--- config.mk ---
export PLATFORM = sky130hd
export DESIGN_NAME = serial_csr_bridge
export DESIGN_NICKNAME = d
export VERILOG_FILES = /design/src/rtl/sbr_pkg.sv /design/src/rtl/sbr_addr_reg.sv /design/src/rtl/sbr_tx_slot.sv /design/src/rtl/serial_csr_bridge.sv
export SDC_FILE = /design/constraint.sdc
export NUM_CORES = 1
export LEC_CHECK = 0
export BUFFER_PORTS_ARGS = -buffer_cell sky130_fd_sc_hd__buf_2
export CORE_MARGIN = 8
export CORE_UTILIZATION = 59
export DETAILED_ROUTE_END_ITERATION = 6
export GPL_ROUTABILITY_DRIVEN = 0
export PLACE_DENSITY = 0.85
export SKIP_LAST_GASP = 1
export SYNTH_ARGS = -nofsm -noshare
export SYNTH_HDL_FRONTEND = slang
export SYNTH_SLANG_ARGS = --single-unit
--- constraint.sdc ---
create_clock -name clk -period 3.4 [get_ports clk]
set_clock_uncertainty 0.1 [all_clocks]
set_input_delay 0.34 -clock clk [delete_from_list [all_inputs] [get_ports clk]]
set_output_delay 0.34 -clock clk [all_outputs]
set_load 0.02 [all_outputs]
--- src/rtl/sbr_pkg.sv ---
package sbr_pkg;
    typedef enum logic [2:0] {
        ST_IDLE,
        ST_LEN,
        ST_ADDR,
        ST_WDATA,
        ST_RISSUE,
        ST_RWAIT,
        ST_RSEND
    } sbr_state_e;

    localparam logic [7:0] OP_WRITE = 8'h01;
    localparam logic [7:0] OP_READ  = 8'h02;
endpackage

--- src/rtl/sbr_addr_reg.sv ---
module sbr_addr_reg #(
    parameter int ADDR_W = 32,
    parameter int BYTE_W = 8
) (
    input  logic              clk,
    input  logic              rst,
    input  logic              shift_en,
    input  logic [BYTE_W-1:0] shift_byte,
    input  logic              inc_en,
    output logic [ADDR_W-1:0] addr
);
    logic [ADDR_W-1:0] addr_d, addr_q;

    always_comb begin
        addr_d = addr_q;
        if (shift_en)
            addr_d = {addr_q[ADDR_W-BYTE_W-1:0], shift_byte};
        else if (inc_en)
            addr_d = addr_q + ADDR_W'(1);
    end

    always_ff @(posedge clk) begin
        if (rst) addr_q <= '0;
        else     addr_q <= addr_d;
    end

    assign addr = addr_q;


    addr_shift_chk: assert property (@(posedge clk) disable iff (rst)
        shift_en |=> addr[BYTE_W-1:0] == $past(shift_byte));
endmodule

--- src/rtl/sbr_tx_slot.sv ---
module sbr_tx_slot #(
    parameter int BYTE_W = 8
) (
    input  logic              clk,
    input  logic              rst,
    input  logic              load,
    input  logic [BYTE_W-1:0] load_byte,
    input  logic              tx_ready,
    output logic              tx_valid,
    output logic [BYTE_W-1:0] tx_byte,
    output logic              sent
);
    typedef struct packed {
        logic              valid;
        logic [BYTE_W-1:0] data;
    } slot_t;

    slot_t slot_d, slot_q;

    always_comb begin
        slot_d = slot_q;
        if (slot_q.valid && tx_ready)
            slot_d.valid = 1'b0;
        if (load) begin
            slot_d.valid = 1'b1;
            slot_d.data  = load_byte;
        end
    end

    always_ff @(posedge clk) begin
        if (rst) slot_q <= '0;
        else     slot_q <= slot_d;
    end

    assign tx_valid = slot_q.valid;
    assign tx_byte  = slot_q.data;
    assign sent     = slot_q.valid & tx_ready;


    tx_hold_chk: assert property (@(posedge clk) disable iff (rst)
        (tx_valid && !tx_ready) |=> (tx_valid && $stable(tx_byte)));
endmodule

--- src/rtl/serial_csr_bridge.sv ---
module serial_csr_bridge #(
    parameter int ADDR_W = 32,
    parameter int BYTE_W = 8
) (
    input  logic              clk,
    input  logic              rst,
    input  logic [BYTE_W-1:0] rx_byte,
    input  logic              rx_valid,
    output logic [BYTE_W-1:0] tx_byte,
    output logic              tx_valid,
    input  logic              tx_ready,
    output logic [ADDR_W-1:0] csr_addr,
    output logic              csr_we,
    output logic [BYTE_W-1:0] csr_wdata,
    input  logic [BYTE_W-1:0] csr_rdata
);
    import sbr_pkg::*;

    localparam int ADDR_BYTES = ADDR_W / BYTE_W;
    localparam int CNT_W      = (ADDR_BYTES > 1) ? $clog2(ADDR_BYTES) : 1;

    typedef struct packed {
        sbr_state_e        st;
        logic              rd;
        logic [BYTE_W-1:0] rem;
        logic [CNT_W-1:0]  acnt;
        logic              we;
        logic [BYTE_W-1:0] wdata;
    } ctl_t;

    ctl_t ctl_d, ctl_q;
    logic addr_shift, addr_inc, tx_load, tx_sent;

    always_comb begin
        ctl_d      = ctl_q;
        ctl_d.we   = 1'b0;
        addr_shift = 1'b0;
        addr_inc   = ctl_q.we;
        tx_load    = 1'b0;
        unique case (ctl_q.st)
            ST_IDLE: if (rx_valid) begin
                if (rx_byte == OP_WRITE) begin
                    ctl_d.st = ST_LEN;
                    ctl_d.rd = 1'b0;
                end else if (rx_byte == OP_READ) begin
                    ctl_d.st = ST_LEN;
                    ctl_d.rd = 1'b1;
                end
            end
            ST_LEN: if (rx_valid) begin
                ctl_d.rem  = rx_byte;
                ctl_d.acnt = '0;
                ctl_d.st   = ST_ADDR;
            end
            ST_ADDR: if (rx_valid) begin
                addr_shift = 1'b1;
                ctl_d.acnt = ctl_q.acnt + CNT_W'(1);
                if (ctl_q.acnt == CNT_W'(ADDR_BYTES - 1)) begin
                    if (ctl_q.rem == '0) ctl_d.st = ST_IDLE;
                    else if (ctl_q.rd)   ctl_d.st = ST_RISSUE;
                    else                 ctl_d.st = ST_WDATA;
                end
            end
            ST_WDATA: if (rx_valid) begin
                ctl_d.we    = 1'b1;
                ctl_d.wdata = rx_byte;
                ctl_d.rem   = ctl_q.rem - BYTE_W'(1);
                if (ctl_q.rem == BYTE_W'(1)) ctl_d.st = ST_IDLE;
            end
            ST_RISSUE: ctl_d.st = ST_RWAIT;
            ST_RWAIT: begin
                tx_load   = 1'b1;
                addr_inc  = 1'b1;
                ctl_d.rem = ctl_q.rem - BYTE_W'(1);
                ctl_d.st  = ST_RSEND;
            end
            ST_RSEND: if (tx_sent) begin
                ctl_d.st = (ctl_q.rem == '0) ? ST_IDLE : ST_RISSUE;
            end
            default: ctl_d.st = ST_IDLE;
        endcase
    end

    always_ff @(posedge clk) begin
        if (rst) begin
            ctl_q    <= '0;
            ctl_q.st <= ST_IDLE;
        end else begin
            ctl_q <= ctl_d;
        end
    end

    sbr_addr_reg #(.ADDR_W(ADDR_W), .BYTE_W(BYTE_W)) u_addr (
        .clk        (clk),
        .rst        (rst),
        .shift_en   (addr_shift),
        .shift_byte (rx_byte),
        .inc_en     (addr_inc),
        .addr       (csr_addr)
    );

    sbr_tx_slot #(.BYTE_W(BYTE_W)) u_tx (
        .clk       (clk),
        .rst       (rst),
        .load      (tx_load),
        .load_byte (csr_rdata),
        .tx_ready  (tx_ready),
        .tx_valid  (tx_valid),
        .tx_byte   (tx_byte),
        .sent      (tx_sent)
    );

    assign csr_we    = ctl_q.we;
    assign csr_wdata = ctl_q.wdata;


    we_follows_rx_chk: assert property (@(posedge clk) disable iff (rst)
        csr_we |-> $past(rx_valid));


    addr_step_chk: assert property (@(posedge clk) disable iff (rst)
        csr_we |=> csr_addr == $past(csr_addr) + ADDR_W'(1));


    no_write_in_read_chk: assert property (@(posedge clk) disable iff (rst)
        tx_valid |-> !csr_we);


    reset_idle_chk: assert property (@(posedge clk) disable iff (rst)
        $past(rst) |-> (!tx_valid && !csr_we));
endmodule

# Word level (Yosys, flattened, before mapping)
# Index checks and enable logic that the tools add are counted.
# Widths: inputs -> output; s select.
dict set report totals {
  register_bits 64
  output_inout_bits 50
  wordCells 73
}
dict set report classes {
  n_addsub 3
  eq_ne 18
  n_mux 27
  n_bitwise 2
  n_reduce_logical 14
}
# op count
set op_table {}
lappend op_table {{$mux 32} 2}
lappend op_table {{$add 32x1->32 const B} 1}
lappend op_table {{$mux 3} 9}
lappend op_table {{$pmux 8 s3} 1}
lappend op_table {{$pmux 3 s7} 1}
lappend op_table {{$mux 9} 2}
lappend op_table {{$eq 8x1->1 const B} 2}
lappend op_table {{$ne 2x2->1 const B} 7}
lappend op_table {{$mux 4} 3}
lappend op_table {{$mux 10} 1}
lappend op_table {{$eq 3x3->1 const B} 3}
lappend op_table {{$reduce_and 3->1} 3}
lappend op_table {{$eq 8x2->1 const B} 1}
lappend op_table {{$logic_not 8->1} 1}
lappend op_table {{$mux 8} 1}
lappend op_table {{$reduce_and 8->1} 1}
lappend op_table {{$reduce_bool 2->1} 4}
lappend op_table {{$sub 8x1->8 const B} 1}
lappend op_table {{$eq 3x2->1 const B} 2}
lappend op_table {{$mux 1} 5}
lappend op_table {{$pmux 2 s2} 1}
lappend op_table {{$eq 3x1->1 const B} 1}
lappend op_table {{$logic_not 3->1} 1}
lappend op_table {{$ne 3x3->1 const B} 1}
lappend op_table {{other kinds (9)} 9}

# Longest topological paths before layout
dict set report depth {
  word_depth 5
  depth_mapped 7
}

# Cells and area by module
# Synthesis repeated with hierarchy kept, for this count alone.
dict set report hier_totals {
  hier_cells 470
  area_unflattened_um2 3718.6
}
# module instances cells_per_inst area_each_um2 seq_area_each_um2
set by_module_without_submodules {}
lappend by_module_without_submodules {sbr_addr_reg 1 257 1988.2 640.6}
lappend by_module_without_submodules {serial_csr_bridge 1 182 1402.6 460.4}
lappend by_module_without_submodules {sbr_tx_slot 1 31 327.8 180.2}

# Worst setup path before layout
# Ideal clock, no wire load.
dict set report synth_timing {
  path_kind {register -> register}
  start {reg u_addr.addr_q[2], in the netlist u_addr.addr[2]}
  end {reg u_addr.addr_q[31], in the netlist u_addr.addr[31]}
  arrival_time_ps 2041
  path_slack_ps 1169
  path_stages_with_launch 6
  n_path_buf 0
  period_less_slack_ps 2231
  path_cell_list {dfxtp_1 and4_4 nand4_4 or4_4 or3_1 a311oi_1}
}
dict set report synth_via {
  elab_chain_len 3
}
# item line_no
set synth_lines {}
lappend synth_lines {{from (decl)} sbr_addr_reg.sv:12} ;# logic [ADDR_W-1:0] addr_d, addr_q;
lappend synth_lines {{from (signal assigned)} sbr_addr_reg.sv:24} ;# else addr_q <= addr_d;
lappend synth_lines {{$add 32x1->32} sbr_addr_reg.sv:19} ;# addr_d = addr_q + ADDR_W'(1);
lappend synth_lines {{$mux 32} sbr_addr_reg.sv:18} ;# else if (inc_en)
lappend synth_lines {{$mux 32} sbr_addr_reg.sv:16} ;# if (shift_en)
# Every way passes these cells. The select of a mux whose other input is x is not followed.
# A chain may end at the register's enable or synchronous reset.

# Final worst setup path
dict set report layout_timing {
  start {reg ctl_q[20] (netlist bit)}
  end {reg u_addr.addr_q[27], in the netlist u_addr.addr[27]}
}
dict set report layout_via {
  elab_chain_len 3
  elab_cells_between_ends 6
  classes_between {eq/ne (2); mux (3); reduce/logical (1)}
}
# item line_no
set layout_lines {}
lappend layout_lines {{from (decl)} serial_csr_bridge.sv:31} ;# ctl_t ctl_d, ctl_q;
lappend layout_lines {{from (signal assigned)} serial_csr_bridge.sv:89} ;# ctl_q <= ctl_d;
lappend layout_lines {{$eq 3x2->1 / $eq 3x3->1 (equally long branches)} serial_csr_bridge.sv:40} ;# unique case (ctl_q.st)
lappend layout_lines {{$mux 1} serial_csr_bridge.sv:40}
lappend layout_lines {{$mux 32 / $reduce_bool 2->1 (equally long branches)} -}
# Parallel ways exist; a longest one is shown, timed or not.

==> impl_metrics.tcl <==
set metrics [dict create \
    outcome "complete, no violations" \
    clk_pin_slew_ns 0.07 \
    timing.final.ws_setup_ns 0.717 \
    cts_tree "yes" \
    io_pins 70 \
    holdPathStages 3 \
    grt_pass1_wl_um 15100 \
    synth_seq_cells 64 \
    synth_top_family_by_area "simple AND/OR/NAND/NOR gates" \
    ctsHtreeMaxLevel 3 \
    worst_pin_slew_ns 1.03 \
    fillerInstances 459 \
    fin_crit_sh_pct 78.9 \
    fp.dieW_um 92.0 \
    drv_cap 0 \
    synth_top_area_share_pct 37.6 \
    cts_resized 0 \
    cts_made_buffers 9 \
    synthArstFlopShare_pct 0 \
    core_area_um2 5540 \
    grt_max_degree 62 \
    clockBufferDepth 2 \
    r2r_cells 5 \
    synth_area_um2 3400 \
    finalHoldViolations 0 \
    area_delta_synth_final_pct 14.6 \
    initial_core_util_pct 61.4 \
    drv_slew 0 \
    place_hpwl_um 6440 \
    period_minus_slack_ns 2.68 \
    placedCellCount 544 \
    fin_area_um2 3900 \
    setup_viol 0 \
    pre_cts_slack_ns 0.766 \
    vias 3324 \
    max_freq_mhz 373 \
    cts_sinks 64 \
    synth_ff_type "dfxtp_1" \
    synth_area_leaders "dfxtp_1, nand2_1, nor2_1" \
    ir_drop_uv 265 \
    crit_fanout 21 \
    die_area_um2 8450 \
    synth_cell_type_count 53 \
    die_h_um 92.0 \
    synth_mux_area_share_pct 0.331 \
    post_cts_buffers 0 \
    synth_edf_count 0 \
    slew_headroom_pct 30.9 \
    worstSkewPairLatency_ns 0.35 \
    p_total_mw 1.48 \
    synth_compound_area_share_pct 20.0 \
    final_util_pct 70.4 \
    worst_ep_required_time_ns 3.55 \
    synthAdderAreaFrac_pct 1.47 \
    diodes 0 \
    fin_cells 560 \
    crit_type "flip-flop to flip-flop" \
    post_cts_hold_buffer_count 0 \
    power_density_nw_per_um2 378 \
    post_synth_and_or_nand_nor_area_fraction_pct 28.3 \
    grt_use_total_pct 21.7 \
    rsz0062_at_grt "false" \
    routedWlPerCell_um 16.3 \
    syn_nets 458 \
    rows 27 \
    tns_ns 0 \
    start_kind "flip-flop" \
    initialDrtViolationCount 239 \
    synthXorXnorAreaFrac_pct 6.43 \
    worstPathArrival_ns 2.84 \
    postSynthCellCount 434 \
    finalNetCount 507 \
    drtAntennaViolNets 0 \
    globalRouteOverflowTotal 0 \
    p_leak_nw 1.59 \
    endpoint_kind "flip-flop" \
    drive_above_1_share_pct 19.9 \
    via_per_inst 5.94 \
    finalWirelength_um 9140 \
    hold_path.class "input pin to flip-flop" \
    yosysWarnings 0 \
    yosysSeqAreaShare_pct 37.6 \
    place_area_um2 3690 \
    clock_tree.root_cell "clkbuf_8" \
    dr.pass1.iters 5 \
    synth_top_cell_by_area "dfxtp_1" \
    grt_pass1_vias 3188 \
    antenna_found_initial 0 \
    portBuffers 69 \
    drc 0 \
    syn_avg_cell_area_um2 7.84 \
    hold_ws_ns 0.123 \
]
[cell families (layout without fill, tap and decap cells)]
family / Yosys count / count (layout)
simple gates: 194 / 194
compound gates: 104 / 104
flops: 64 / 64
buf+inv: 42 / 96
xor+xnor: 25 / 25
fa+ha+maj: 4 / 4
mux: 1 / 1
[worst max-delay path, cell delays in order (launching register included)]
cell,delay (ns)
dfxtp_1,0.76
nand3b_4,0.28
a21o_2,0.34
or4_4,0.53
or3_1,0.32
a311oi_1,0.26
[placed cells by master (no fill, tap or decap), types with 7 or more instances in the layout]
cell / n
clkbuf_8: 11
dfxtp_1: 64
a211oi_1: 23
xor2_1: 13
nor4_1: 9
nor3_1: 7
o21ai_0: 15
or3_1: 7
buf_2: 69
nand3_1: 11
nand4_1: 11
nand2_1: 60
a21oi_1: 31
xnor2_1: 12
nor2_1: 54
inv_1: 9
a311oi_1: 8
[registers in the layout, summed over array words and instances (netlist names)]
name / flops
csr_wdata: 8
csr_we: 1
ctl_q: 14
u_addr.addr: 32
u_tx.tx_byte: 8
u_tx.tx_valid: 1
[layout make-up]
cell class | count | area [um^2] | share of cell area, %
Clock buffer | 11 | 151 | 3.88
Clock inverter | 5 | 55.1 | 1.41
Inverter | 9 | 33.8 | 0.866
Multi-Input combinational cell | 328 | 1930 | 49.5
Sequential cell | 64 | 1280 | 32.8
Tap cell | 72 | 90.1 | 2.31
Timing Repair Buffer | 71 | 360 | 9.24
[path summary, 6_finish.rpt]
path           startpoint         endpoint  slack, ns
min          csr_rdata[3]  u_tx.tx_byte[3]       0.12
min reg2reg  csr_wdata[5]     csr_wdata[5]       0.35
max             ctl_q[20]  u_addr.addr[27]       0.72
max reg2reg     ctl_q[20]  u_addr.addr[27]       0.72
[routing by layer]
layer	global-route usage, %	vias up	part of all wire (%)
met1	26.8	1544	43
met2	34.4	120	47
met4	9.53	0	2.2
met3	6.11	19	7.7
li1	-	1641	-
met5	0	-	0
[power breakdown]
group / internal [mW] / switching, mW
Combinational: 0.0154 / 0.0307
Sequential: 0.749 / 0.000349
Clock: 0.376 / 0.304
[cell usage after synthesis (all sizes together) (2+ instances only)]
master / count
o22ai: 3
and2: 4
xnor2: 12
or3: 7
clkbuf: 19
xor2: 13
nor4: 9
nand3b: 3
and4: 4
and3b: 2
nor2b: 6
o31ai: 2
nand4: 12
nor3: 7
a211oi: 23
a22oi: 3
buf: 14
a311oi: 8
nand3: 11
nand2b: 5
ha: 4
nor2: 54
dfxtp: 64
o21ai: 16
a41oi: 3
nand2: 61
o31a: 2
and3: 4
a31oi: 5
a21oi: 31
inv: 9
(Power assumes the default switching activity.)
